### src/rtl/vat_pkg.sv
package vat_pkg;
  // Virtual regions selected by the top three address bits
  typedef enum logic [2:0] {
    RGN_LOW      = 3'd0,  // translated, user reachable
    RGN_LINEAR_C = 3'd1,  // direct map
    RGN_LINEAR_U = 3'd2,  // direct map
    RGN_KMAP     = 3'd3,  // translated, privileged
    RGN_CTRL     = 3'd4   // control space, untranslated
  } rgn_e;
endpackage

### src/rtl/vat_region_decode.sv
module vat_region_decode
  import vat_pkg::*;
(
  input  logic [2:0] top_bits,
  input  logic       user_mode,
  output logic       use_tlb,
  output logic       use_direct,
  output logic       use_ctrl,
  output logic       priv_fault
);
  rgn_e rgn;

  always_comb begin
    case (top_bits)
      3'd4:    rgn = RGN_LINEAR_C;
      3'd5:    rgn = RGN_LINEAR_U;
      3'd6:    rgn = RGN_KMAP;
      3'd7:    rgn = RGN_CTRL;
      default: rgn = RGN_LOW;
    endcase
  end

  assign priv_fault = user_mode && top_bits[2];
  assign use_tlb    = (rgn == RGN_LOW) || (rgn == RGN_KMAP);
  assign use_direct = (rgn == RGN_LINEAR_C) || (rgn == RGN_LINEAR_U);
  assign use_ctrl   = (rgn == RGN_CTRL);
endmodule

### src/rtl/vat_tlb.sv
module vat_tlb #(
  parameter int ENTRIES = 4,
  parameter int VPN_W   = 20,
  parameter int PPN_W   = 17,
  localparam int IDX_W  = (ENTRIES > 1) ? $clog2(ENTRIES) : 1
) (
  input  logic             clk,
  input  logic             rst,
  input  logic             wr_en,
  input  logic [IDX_W-1:0] wr_idx,
  input  logic             wr_valid,
  input  logic [VPN_W-1:0] wr_vpn,
  input  logic [PPN_W-1:0] wr_ppn,
  input  logic [VPN_W-1:0] lk_vpn,
  output logic             lk_hit,
  output logic [PPN_W-1:0] lk_ppn
);
  logic [ENTRIES-1:0] vld;
  logic [VPN_W-1:0]   vpn_q [ENTRIES];
  logic [PPN_W-1:0]   ppn_q [ENTRIES];
  logic [ENTRIES-1:0] match;

  // Only the valid bits need a reset; tag and frame storage stays reset-free
  always_ff @(posedge clk) begin
    if (rst) vld <= '0;
    else if (wr_en) vld[wr_idx] <= wr_valid;
  end

  always_ff @(posedge clk) begin
    if (wr_en) begin
      vpn_q[wr_idx] <= wr_vpn;
      ppn_q[wr_idx] <= wr_ppn;
    end
  end

  for (genvar g = 0; g < ENTRIES; g++) begin : g_cmp
    assign match[g] = vld[g] && (vpn_q[g] == lk_vpn);
  end

  // Scan from the top so the lowest matching index is the last to win
  always_comb begin
    lk_hit = |match;
    lk_ppn = '0;
    for (int i = ENTRIES - 1; i >= 0; i--) begin
      if (match[i]) lk_ppn = ppn_q[i];
    end
  end
endmodule

### src/rtl/vat_area_decode.sv
module vat_area_decode #(
  parameter int AREA_W = 3
) (
  input  logic [AREA_W-1:0] area_bits,
  output logic [AREA_W-1:0] area,
  output logic              area_top
);
  assign area     = area_bits;
  assign area_top = &area_bits;
endmodule

### src/rtl/vat_xlate.sv
module vat_xlate #(
  parameter int VA_W        = 32,
  parameter int PA_W        = 29,
  parameter int PAGE_W      = 12,
  parameter int TLB_ENTRIES = 4,
  localparam int VPN_W      = VA_W - PAGE_W,
  localparam int PPN_W      = PA_W - PAGE_W,
  localparam int AREA_W     = 3,
  localparam int IDX_W      = (TLB_ENTRIES > 1) ? $clog2(TLB_ENTRIES) : 1
) (
  input  logic              clk,
  input  logic              rst,
  input  logic              req_valid,
  input  logic [VA_W-1:0]   req_vaddr,
  input  logic              req_is_fetch,
  input  logic              req_user,
  input  logic              ld_valid,
  input  logic              ld_itlb,
  input  logic [IDX_W-1:0]  ld_index,
  input  logic              ld_entry_valid,
  input  logic [VPN_W-1:0]  ld_vpn,
  input  logic [PPN_W-1:0]  ld_ppn,
  output logic              rsp_valid,
  output logic [PA_W-1:0]   rsp_paddr,
  output logic [AREA_W-1:0] rsp_area,
  output logic              rsp_mem,
  output logic              rsp_ctrl,
  output logic              rsp_tlb_miss,
  output logic              rsp_addr_err,
  output logic              rsp_reserved
);
  logic use_tlb, use_direct, use_ctrl, priv_fault;

  vat_region_decode u_rgn (
    .top_bits   (req_vaddr[VA_W-1 -: 3]),
    .user_mode  (req_user),
    .use_tlb    (use_tlb),
    .use_direct (use_direct),
    .use_ctrl   (use_ctrl),
    .priv_fault (priv_fault)
  );

  // Index 0 = data buffer, index 1 = instruction buffer
  logic             tlb_hit [2];
  logic [PPN_W-1:0] tlb_ppn [2];

  for (genvar t = 0; t < 2; t++) begin : g_tlb
    vat_tlb #(
      .ENTRIES (TLB_ENTRIES),
      .VPN_W   (VPN_W),
      .PPN_W   (PPN_W)
    ) u_tlb (
      .clk      (clk),
      .rst      (rst),
      .wr_en    (ld_valid && (ld_itlb == 1'(t))),
      .wr_idx   (ld_index),
      .wr_valid (ld_entry_valid),
      .wr_vpn   (ld_vpn),
      .wr_ppn   (ld_ppn),
      .lk_vpn   (req_vaddr[VA_W-1:PAGE_W]),
      .lk_hit   (tlb_hit[t]),
      .lk_ppn   (tlb_ppn[t])
    );
  end

  logic             sel_hit;
  logic [PA_W-1:0]  direct_pa, tlb_pa, cand_pa;
  logic [AREA_W-1:0] cand_area;
  logic             cand_top;

  assign sel_hit   = tlb_hit[req_is_fetch];
  assign direct_pa = req_vaddr[PA_W-1:0];
  assign tlb_pa    = {tlb_ppn[req_is_fetch], req_vaddr[PAGE_W-1:0]};
  assign cand_pa   = use_tlb ? tlb_pa : direct_pa;

  vat_area_decode #(.AREA_W(AREA_W)) u_area (
    .area_bits (cand_pa[PA_W-1 -: AREA_W]),
    .area      (cand_area),
    .area_top  (cand_top)
  );

  logic              n_valid, n_mem, n_ctrl, n_miss, n_aerr, n_rsvd;
  logic [PA_W-1:0]   n_paddr;
  logic [AREA_W-1:0] n_area;

  always_comb begin
    n_valid = 1'b0;
    n_mem   = 1'b0;
    n_ctrl  = 1'b0;
    n_miss  = 1'b0;
    n_aerr  = 1'b0;
    n_rsvd  = 1'b0;
    n_paddr = '0;
    n_area  = '0;
    if (req_valid) begin
      n_valid = 1'b1;
      if (priv_fault) begin
        n_aerr = 1'b1;
      end else if (use_ctrl) begin
        n_ctrl  = 1'b1;
        n_paddr = cand_pa;
        n_area  = cand_area;
      end else if (use_direct) begin
        n_paddr = cand_pa;
        n_area  = cand_area;
        n_rsvd  = cand_top;
        n_mem   = !cand_top;
      end else if (sel_hit) begin
        n_paddr = cand_pa;
        n_area  = cand_area;
        n_ctrl  = cand_top;   // top area via translation reaches control space
        n_mem   = !cand_top;
      end else begin
        n_miss = 1'b1;
      end
    end
  end

  always_ff @(posedge clk) begin
    if (rst) begin
      rsp_valid    <= 1'b0;
      rsp_paddr    <= '0;
      rsp_area     <= '0;
      rsp_mem      <= 1'b0;
      rsp_ctrl     <= 1'b0;
      rsp_tlb_miss <= 1'b0;
      rsp_addr_err <= 1'b0;
      rsp_reserved <= 1'b0;
    end else begin
      rsp_valid    <= n_valid;
      rsp_paddr    <= n_paddr;
      rsp_area     <= n_area;
      rsp_mem      <= n_mem;
      rsp_ctrl     <= n_ctrl;
      rsp_tlb_miss <= n_miss;
      rsp_addr_err <= n_aerr;
      rsp_reserved <= n_rsvd;
    end
  end
endmodule

### config.mk
export PLATFORM = sky130hd
export DESIGN_NAME = vat_xlate
export DESIGN_NICKNAME = d
export VERILOG_FILES = /design/src/rtl/vat_pkg.sv /design/src/rtl/vat_region_decode.sv /design/src/rtl/vat_tlb.sv /design/src/rtl/vat_area_decode.sv /design/src/rtl/vat_xlate.sv
export SDC_FILE = /design/constraint.sdc
export NUM_CORES = 1
export LEC_CHECK = 0
export BUFFER_PORTS_ARGS = -buffer_cell sky130_fd_sc_hd__buf_2
export CAP_MARGIN = 20
export CORE_ASPECT_RATIO = 0.6
export CORE_MARGIN = 3
export CORE_UTILIZATION = 54
export CTS_CLUSTER_SIZE = 14
export DETAILED_ROUTE_END_ITERATION = 10
export HOLD_SLACK_MARGIN = 0.05
export PLACE_DENSITY = 0.76
export SYNTH_ARGS = -nofsm -noshare
export SYNTH_HDL_FRONTEND = slang
export SYNTH_SLANG_ARGS = --single-unit
### constraint.sdc
create_clock -name clk -period 3.23 [get_ports clk]
set_input_delay 0 -clock clk [delete_from_list [all_inputs] [get_ports clk]]
set_output_delay 0 -clock clk [all_outputs]
set_load 0.005 [all_outputs]
==> results of run 1 <==
==> kinds of logic (layout without fill, tap and decap cells) <==
| logic type | count (synthesis) | count (layout) |
|---|---|---|
| simple gates | 171 | 171 |
| mux | 2 | 2 |
| compound gates | 134 | 134 |
| flops | 339 | 339 |
| buf+inv | 56 | 292 |
| xor+xnor | 160 | 160 |
==> cell usage after synthesis (4+ instances only) <==
cell       number  area [µm²]
buf_2           9       45.04
a21oi_1         8       40.04
xnor2_1        57       499.2
o211ai_1       16       120.1
xor2_1        103       902.1
a211oi_2        7       87.58
and2_1         15       93.84
a211oi_1       21       157.7
a2111oi_1       9       90.09
nand3_1         8       40.04
nand2_1        16       60.06
o21ai_0         9       45.04
a221o_1        16       160.2
a2111oi_0       4       35.03
buf_6          15       168.9
clkbuf_1       12       45.04
nor3_1         11       55.05
inv_1           8       30.03
dfxtp_1        43       860.8
nor4_1         17       106.4
nor2_1         61       229.0
nor4_2          7       87.58
nand4_1        14       87.58
a221oi_1        9       78.83
edfxtp_1      296        8889
a221oi_2        7       105.1
buf_4          10       75.07
==> how the worst min path moves through the flow <==
stage / to / slack (ns) / cells after the start
floorplan: g_tlb[0].u_tlb.ppn_q[0][0] / 0.1 / 0
CTS: rsp_reserved / 0.08 / 4
global placement: rsp_paddr[7] / 0.20 / 2
global route: rsp_paddr[23] / 0.08 / 3
detailed placement: rsp_paddr[7] / 0.20 / 2
finish: rsp_paddr[23] / 0.11 / 3
==> metal layers <==
layer | GRT usage | vias to the layer above | wire length (µm)
met5 | 0 | - | 0
met4 | 0.05350 | 0 | 657
met3 | 0.05371 | 53 | 4344
met2 | 0.3671 | 518 | 14480
met1 | 0.4152 | 4160 | 15790
li1 | - | 3710 | -
==> critical path: cells and delay by family (launching register included) <==
kind	cells	cell delay, ns
AO/OA/AOI/OAI	3	0.97
AND/OR/NAND/NOR	3	1.34
XOR/XNOR	1	0.15
flip-flops	1	0.38
==> repair_timing <==
| item | 4_1_cts | 5_1_grt |
|---|---|---|
| endpoints found under the hold margin | 339 | 0 |
| hold buffers | 74 | 0 |
| setup endpoints to repair | 0 | 0 |
==> power by group through the flow <==
stage / logic [W] / clock network (W) / registers (W)
after floorplan: 0.000277 / 0 / 0.00504
after global placement: 0.000511 / 0 / 0.00503
after detailed placement: 0.000520 / 0 / 0.00504
after CTS: 0.000591 / 0.00358 / 0.00495
after global routing: 0.000639 / 0.00375 / 0.00495
final: 0.000598 / 0.00354 / 0.00495
==> flip-flops by register name (all words and copies together) (netlist names) <==
name,flops
g_tlb.u_tlb.ppn_q,136
rsp_reserved,1
rsp_paddr,29
rsp_tlb_miss,1
g_tlb.u_tlb.vld,8
rsp_mem,1
rsp_valid,1
rsp_ctrl,1
g_tlb.u_tlb.vpn_q,160
rsp_addr_err,1
==> final cells by class <==
cell class,instances,share of cell area
inverters,8,0.001827
well taps,322,0.02451
clock inverters,6,0.003350
flip-flops and latches,339,0.5932
clock buffers,49,0.05626
multi-input cells,467,0.2196
repair buffers,229,0.1013
==> stage by stage <==
stage | total power [W] | area [µm²] | hold WS, ns
after floorplan | 0.005313 | 13690 | 0.09887
after global placement | 0.005545 | 14710 | 0.2048
after detailed placement | 0.005559 | 14710 | 0.2034
after CTS | 0.009115 | 16430 | 0.08309
after global routing | 0.009343 | 16430 | 0.08442
final | 0.009088 | 16430 | 0.1062
==> results.yml, run 1 <==
global_routing:
  grt_pass1_wl_mm: 51.43
  antenna_found_initial: 0
  track_usage: 0.2587
  grt-ovfl-total: 0
  grt_max_degree: 39
  grt_pass1_vias: 8119
power:
  pwr-share-seq: 0.544
  power_density_mw_per_mm2: 553.0
  p_int_w: 0.007151
  pwr-share-clk: 0.390
  p_comb_frac: 0.066
  p_sw_w: 0.001937
  ir_drop_uv: 421.1
  p_sw_frac: 0.2132
  p_leak_nw: 5.644
synth:
  synthAdderAreaFrac: 0
  synth_cells: 862
  ys_seq_area_frac: 0.7127
  ys_warn_count: 0
  synth-xor-area-share: 0.1024
  synthArstFlopShare: 0
  synth_nets: 941
  synth_flop_cell: "edfxtp_1"
  synth_top_family_by_area: "XOR/XNOR gates"
  syn_avg_cell_area_um2: 15.87
  synth_cell_type_count: 60
  synth-compound-area-share: 0.08634
  synth_edf_count: 296
  synth_area_mm2: 0.01368
  synth_mux_area_frac: 0.001463
  synthSimpleGateAreaFrac: 0.06860
  ys_ff_latch: 339
detailed_routing:
  via_per_inst: 5.944
  wl_mm: 35.27
  wl_per_cell_um: 24.84
  drtAntennaViolNets: 0
  drtPass1Iterations: 5
  vias: 8441
  drt_iter0_drc: 1005
  drcViolationCount: 0
finish:
  fin_cells: 1420
  syn2layout_area_growth_pct: 20.14
  num_antenna_cells: 0
  fin_util: 0.6693
  final_cell_mix: "296 x edfxtp_1, 116 x buf_2, 103 x xor2_1, 74 x dlygate4sd3_1, 57 x xnor2_1"
  drive_gt1_frac: 0.2204
  final_nets: 1154
  seq_area_mm2: 0.009749
  multi_input_area_mm2: 0.003608
  layout_commonest_cell: "edfxtp_1"
  nFillCells: 1679
sta:
  slew_viol_final: 0
  rsz0062_at_grt: "false"
  finalSetupViolations: 0
  fin_setup_tns_ns: 0
  hold_violations: 0
  fin_crit_ns: 2.955
  fin_crit_sh: 0.9149
  fin_worst_skew_ns: 0.01844
  setup_slack_ns: 0.2748
  max_freq_ghz: 0.3384
  maxSlewHeadroom: 0.4635
  max_slew.worst_pin.slew_ns: 0.8029
critical_path:
  r2r_end: "rsp_paddr[14]"
  r2r_cells: 7
  crit_fanout: 30
  regToRegStartpoint: "g_tlb[1].u_tlb.vpn_q[0][11]"
  arrival_ns: 3.40
  crit_path_start: "g_tlb[1].u_tlb.vpn_q[0][11]"
  cpPeakStageDelay_ns: 0.60
  end_kind: "flip-flop"
  crit_path_frequent_cell: "a211oi_1"
  crit_path_end: "rsp_paddr[14]"
  worstSetupPathType: "reg -> reg"
  r2r_slack_ns: 0.27
  cp_cell_sequence: "xor2_1 -> nor3_1 -> nand4_2 -> or2_2 -> a2111oi_0 -> a211oi_1 -> a211oi_1"
  crit_required_ns: 3.67
  start_kind: "flip-flop"
  slowest_stage: "or2_2"
floorplan:
  dieHeight_um: 129.3
  die_w_um: 211.5
  coreArea_mm2: 0.02455
  start_util: 0.5571
  ios: 117
  die_area_mm2: 0.02734
  rows: 44
cts:
  cts_buffers: 30
  cts_root_buffer: "clkbuf_16"
  clk_pin_slew_ns: 0.06
  clock_path_buffers: 3
  cts_resized: 0
  cts.sinks: 339
  clkLatencyLatePin_ns: 0.57
  htree_levels: 1
  cts_tree: "done"
  cts_setup_buffers: 0
worst_hold_path:
  hp-class: "in -> reg"
  min_from: "req_vaddr[23]"
status:
  outcome: "finished clean"
run:
  drv_cap: 0
placed_design:
  gp_congestion: 0.8607
  portBuffers: 116
  preCtsSetupSlack_ns: 0.3464
  dpl.cell_count: 1291
  dp_hpwl_mm: 22.69
(Power assumes the default switching activity.)
==> inputs of run 2 (changes only) <==
--- a/config.mk
+++ b/config.mk
@@ -7,13 +7,16 @@
 export LEC_CHECK = 0
 export BUFFER_PORTS_ARGS = -buffer_cell sky130_fd_sc_hd__buf_2
 export CAP_MARGIN = 20
+export CELL_PAD_IN_SITES_DETAIL_PLACEMENT = 1
+export CELL_PAD_IN_SITES_GLOBAL_PLACEMENT = 1
 export CORE_ASPECT_RATIO = 0.6
 export CORE_MARGIN = 3
-export CORE_UTILIZATION = 54
+export CORE_UTILIZATION = 45
 export CTS_CLUSTER_SIZE = 14
 export DETAILED_ROUTE_END_ITERATION = 10
 export HOLD_SLACK_MARGIN = 0.05
-export PLACE_DENSITY = 0.76
+export PLACE_DENSITY_LB_ADDON = 0.1
+export SETUP_SLACK_MARGIN = 0.2
 export SYNTH_ARGS = -nofsm -noshare
 export SYNTH_HDL_FRONTEND = slang
 export SYNTH_SLANG_ARGS = --single-unit
==> results.yml, run 2 (same netlist as run 1, synthesis figures left out) <==
critical_path:
  cp_cell_sequence: "dlygate4sd3_1 -> buf_2 -> buf_4 -> xnor2_1 -> nand4_1 -> or4_4 -> a211oi_4 -> buf_4 -> a221o_1 -> o211ai_1 -> a211oi_1"
  r2r_end: "rsp_paddr[14]"
  crit_required_ns: 3.65
  arrival_ns: 3.32
  worstSetupPathType: "in -> reg"
  cp_top_family: "buffers and inverters"
  cpPeakStageDelay_ns: 0.57
  regToRegStartpoint: "g_tlb[1].u_tlb.vpn_q[0][14]"
  r2r_slack_ns: 0.39
  crit_fanout: 13
  crit_buf_inv: 4
  r2r_cells: 8
  crit_path_frequent_cell: "buf_4"
  slowest_stage: "or4_4"
  start_kind: "primary input"
  end_kind: "flip-flop"
sta:
  setup_slack_ns: 0.3374
  fin_crit_ns: 2.893
  whs_ns: 0.03504
  hold_violations: 0
  max_freq_ghz: 0.3457
  maxSlewHeadroom: 0.3775
  fin_worst_skew_ns: 0.01113
  finalSetupViolations: 0
  rsz0062_at_grt: "false"
  max_slew.worst_pin.slew_ns: 0.9316
  slew_viol_final: 0
  fin_crit_sh: 0.8955
  fin_setup_tns_ns: 0
detailed_routing:
  top_layer: "met4"
  wl_per_cell_um: 27.23
  drcViolationCount: 0
  wl_met3_mm: 3.492
  drt_iter0_drc: 916
  met1Wirelength_mm: 20.02
  via_per_inst: 5.674
  drtPass1Iterations: 5
  drtAntennaViolNets: 0
  vias: 8528
  wl_met2_mm: 16.83
  wl_mm: 40.92
finish:
  layout_commonest_cell: "edfxtp_1"
  final_nets: 1156
  largest_register: "g_tlb.u_tlb.vpn_q"
  final_cell_mix: "296 x edfxtp_1, 116 x buf_2, 103 x xor2_1, 65 x dlygate4sd3_1, 57 x xnor2_1"
  final_area_mm2: 0.01658
  largestRegisters: "g_tlb.u_tlb.vpn_q (160), g_tlb.u_tlb.ppn_q (136), rsp_paddr (29)"
  drive_gt1_frac: 0.2305
  largest_reg_flops: 160
  nFillCells: 2783
  syn2layout_area_growth_pct: 21.17
cts:
  clkLatencyLatePin_ns: 0.53
  clock_path_buffers: 3
  cts_root_buffer: "clkbuf_16"
  cts_tree: "done"
  clk_pin_slew_ns: 0.06
  cts_buffers: 34
  htree_levels: 2
  cts.sinks: 339
status:
  outcome: "finished clean"
worst_hold_path:
  hp-class: "in -> reg"
  min_from: "req_vaddr[16]"
  min_to: "rsp_paddr[16]"
  holdPathStages: 3
floorplan:
  die_area_mm2: 0.03259
  start_util: 0.4667
  coreArea_mm2: 0.02931
  dieHeight_um: 141.1
  die_w_um: 231.1
  rows: 48
  ios: 117
power:
  power_density_mw_per_mm2: 564.3
  fin_total_pwr_w: 0.009354
  p_leak_nw: 5.668
  ir_drop_uv: 413.3
placed_design:
  portBuffers: 116
  dpl-instance-area_mm2: 0.01486
  dp_hpwl_mm: 26.63
  gp_congestion: 0.8243
  preCtsSetupSlack_ns: 0.2034
global_routing:
  grt_max_degree: 39
  grt-ovfl-total: 0
  track_usage: 0.2519
  grt_pass1_wl_mm: 59.04
  grt_pass1_vias: 8540
  antenna_found_initial: 2
run:
  drv_cap: 0
run 2: what timing repair did:
item,in CTS,in global routing
hold buffers,65,0
setup endpoints to repair,1,9
pin swaps,0,0
buffers inserted,0,0
endpoints found under the hold margin,331,0
gates resized for setup,1,5
run 2: worst register-to-register path, cell delays in order, from the launching register on:
cell	delay [ns]
edfxtp_1	0.38
xor2_1	0.17
nor4_4	0.42
nand4_2	0.25
or2_2	0.51
buf_12	0.22
a2111oi_1	0.42
a211oi_1	0.11
a211oi_1	0.25
run 2: worst max-delay path by stage:
stage | from | end | slack, ns | cells after the start
after floorplan | g_tlb[0].u_tlb.vpn_q[3][10] | rsp_mem | 0.89 | 8
after global placement | g_tlb[1].u_tlb.vpn_q[2][15] | rsp_paddr[14] | 0.34 | 9
after detailed placement | g_tlb[1].u_tlb.vpn_q[2][2] | rsp_paddr[14] | 0.20 | 9
after CTS | g_tlb[1].u_tlb.vpn_q[0][14] | rsp_paddr[14] | 0.24 | 8
after global routing | g_tlb[1].u_tlb.vpn_q[2][2] | rsp_paddr[24] | 0.21 | 9
final | req_vaddr[29] | rsp_paddr[14] | 0.34 | 11
run 2: per-stage QoR:
step	util	instances
3_3_place_gp	0.5072	1376
2_1_floorplan	-	862
5_1_grt	0.5655	1502
3_5_place_dp	0.5072	1376
6_report	0.5656	1503
4_1_cts	0.5647	1502
run 2: power breakdown:
group | switching [W] | leakage (nW) | internal, W | total (W)
registers | 0.0000495 | 3.04 | 0.00490 | 0.00495
logic | 0.000390 | 2.12 | 0.000224 | 0.000614
clock network | 0.00168 | 0.515 | 0.00211 | 0.00379
run 2: metal layers:
| metal | global-route usage | vias to the layer above |
|---|---|---|
| met5 | 0 | - |
| met3 | 0.05210 | 48 |
| met2 | 0.3575 | 344 |
| li1 | - | 3722 |
| met1 | 0.4009 | 4414 |
| met4 | 0.04756 | 0 |
run 2: layout make-up:
class / count / area [µm²] / share of cell area
timing repair buffer: 227 / 1627 / 0.09813
multi-input combinational: 467 / 3633 / 0.2192
tap: 400 / 500.5 / 0.03019
clock buffer: 45 / 927.1 / 0.05593
clock inverter: 16 / 106.4 / 0.006416
inverter: 8 / 30.03 / 0.001812
antenna: 1 / 2.502 / 0.0001510
sequential: 339 / 9749 / 0.5882
==> inputs of run 3 (changes only) <==
--- a/config.mk
+++ b/config.mk
@@ -11,7 +11,7 @@
 export CELL_PAD_IN_SITES_GLOBAL_PLACEMENT = 1
 export CORE_ASPECT_RATIO = 0.6
 export CORE_MARGIN = 3
-export CORE_UTILIZATION = 45
+export CORE_UTILIZATION = 54
 export CTS_CLUSTER_SIZE = 14
 export DETAILED_ROUTE_END_ITERATION = 10
 export HOLD_SLACK_MARGIN = 0.05
==> constraint.sdc (replaced) <==
create_clock -name clk -period 3.35 [get_ports clk]
set_input_delay 0 -clock clk [delete_from_list [all_inputs] [get_ports clk]]
set_output_delay 0 -clock clk [all_outputs]
set_load 0.005 [all_outputs]
==> results.yml, run 3 (same netlist as run 1, synthesis figures left out) <==
finish:
  nFillCells: 2208
  largest_reg_flops: 160
  final_nets: 1156
  num_antenna_cells: 0
  syn2layout_area_growth_pct: 20.03
  final_cell_mix: "296 x edfxtp_1, 116 x buf_2, 103 x xor2_1, 70 x dlygate4sd3_1, 57 x xnor2_1"
  drive_gt1_frac: 0.2232
  final_area_mm2: 0.01642
  largest_register: "g_tlb.u_tlb.vpn_q"
  layout_commonest_cell: "edfxtp_1"
  largestRegisters: "g_tlb.u_tlb.vpn_q (160), g_tlb.u_tlb.ppn_q (136), rsp_paddr (29)"
cts:
  clock_path_buffers: 3
  htree_levels: 1
  cts.sinks: 339
  cts_tree: "done"
  cts_buffers: 31
  clk_pin_slew_ns: 0.06
  cts_root_buffer: "clkbuf_16"
  clkLatencyLatePin_ns: 0.58
global_routing:
  track_usage: 0.3056
  grt_pass1_wl_mm: 60.23
  grt-ovfl-total: 0
  antenna_found_initial: 0
  grt_max_degree: 39
  grt_pass1_vias: 9115
placed_design:
  gp_congestion: 0.8504
  portBuffers: 116
  dp_hpwl_mm: 26.14
  dpl-instance-area_mm2: 0.01465
sta:
  fin_crit_ns: 3.004
  finalSetupViolations: 0
  rsz0062_at_grt: "false"
  hold_violations: 0
  max_slew.worst_pin.slew_ns: 1.039
  fin_worst_skew_ns: 0.02071
  max_freq_ghz: 0.3329
  slew_viol_final: 0
  maxSlewHeadroom: 0.3055
  fin_crit_sh: 0.8968
power:
  p_leak_nw: 5.628
  power_density_mw_per_mm2: 535.7
  fin_total_pwr_w: 0.008796
  ir_drop_uv: 489.2
critical_path:
  cp_cell_sequence: "xor2_1 -> nor4_2 -> nand4_2 -> o22ai_4 -> buf_4 -> nor3_1 -> a21oi_2 -> o21ai_2 -> buf_8 -> a211oi_1"
  crit_buf_inv: 2
  start_kind: "flip-flop"
  slowest_stage: "nor4_2"
  worstSetupPathType: "reg -> reg"
  cp_top_family: "compound AO/OA/AOI/OAI gates"
  arrival_ns: 3.45
  cpPeakStageDelay_ns: 0.48
  crit_required_ns: 3.80
  crit_fanout: 12
  end_kind: "flip-flop"
floorplan:
  rows: 44
  start_util: 0.5571
  coreArea_mm2: 0.02455
  dieHeight_um: 129.3
  die_w_um: 211.5
  ios: 117
  die_area_mm2: 0.02734
detailed_routing:
  wl_per_cell_um: 28.95
  drtPass1Iterations: 5
  via_per_inst: 6.169
  drcViolationCount: 0
  drt_iter0_drc: 1038
  met1Wirelength_mm: 17.39
  top_layer: "met4"
  vias: 8784
  wl_met2_mm: 18.33
  drtAntennaViolNets: 0
  wl_met3_mm: 4.704
  wl_mm: 41.22
run:
  drv_cap: 0
worst_hold_path:
  hp-class: "in -> reg"
status:
  outcome: "finished clean"
## run 3: changes by cell type in the layout (fill, tap and decap cells not counted), sizes merged
cell,delta
dlygate4sd3,+5
diode,-1
inv,-1
buf,-2
clkinv,-2
## run 3: per-stage QoR
stage	setup WS [ns]	hold WS, ns	utilization	setup TNS (ns)	std cells
final	0.3457	0.05545	0.6687	0	1424
after global placement	0.1726	0.2042	0.5966	0	1289
after global routing	0.2027	0.06501	0.6687	0	1424
after floorplan	1.010	0.09887	-	0	862
after detailed placement	-0.008744	0.2057	0.5966	-0.008744	1289
after CTS	0.1667	0.05580	0.6656	0	1420
## run 3: final cells by class
class / count / area, µm² / share of cell area
flip-flops and latches: 339 / 9749 / 0.5938
repair buffers: 230 / 1619 / 0.09861
clock inverters: 13 / 96.34 / 0.005868
inverters: 8 / 30.03 / 0.001829
multi-input cells: 467 / 3664 / 0.2231
clock buffers: 45 / 858.3 / 0.05227
well taps: 322 / 402.9 / 0.02454
## run 3: final timing paths
kind	start	to	slack (ns)	cells past startpoint
worst min-delay path	req_vaddr[20]	rsp_paddr[20]	0.06	3
worst max register to register	g_tlb[1].u_tlb.vpn_q[0][14]	rsp_paddr[12]	0.35	10
worst max-delay path	g_tlb[1].u_tlb.vpn_q[0][14]	rsp_paddr[12]	0.35	10
worst min register to register	g_tlb[0].u_tlb.vld[0]	g_tlb[0].u_tlb.vld[0]	0.55	2
## run 3: power by group
group | switching, W | internal (W)
clock network | 0.00156 | 0.00185
registers | 0.0000496 | 0.00473
logic | 0.000387 | 0.000219
## run 3: worst reg2reg max path, stage by stage, from the launching register on
cell and delay [ns]:
edfxtp_1 0.38, xor2_1 0.16, nor4_2 0.48, nand4_2 0.33, o22ai_4 0.30, buf_4 0.21, nor3_1 0.08, a21oi_2 0.22
o21ai_2 0.16, buf_8 0.24, a211oi_1 0.33
## run 3: metal layers
metal	global-route usage	up-vias
met5	0	-
met4	0.06727	0
met3	0.08057	68
met2	0.4671	511
met1	0.4480	4488
li1	-	3717
## run 3: timing repair
| item | 4_1_cts | 5_1_grt |
|---|---|---|
| hold buffers | 69 | 1 |
| hold endpoints to repair | 331 | 1 |
| resized for setup | 3 | 8 |
| cloned | 0 | 0 |
| pin swaps | 2 | 3 |
| setup buffers | 4 | 2 |
| endpoints found under the setup margin | 11 | 9 |
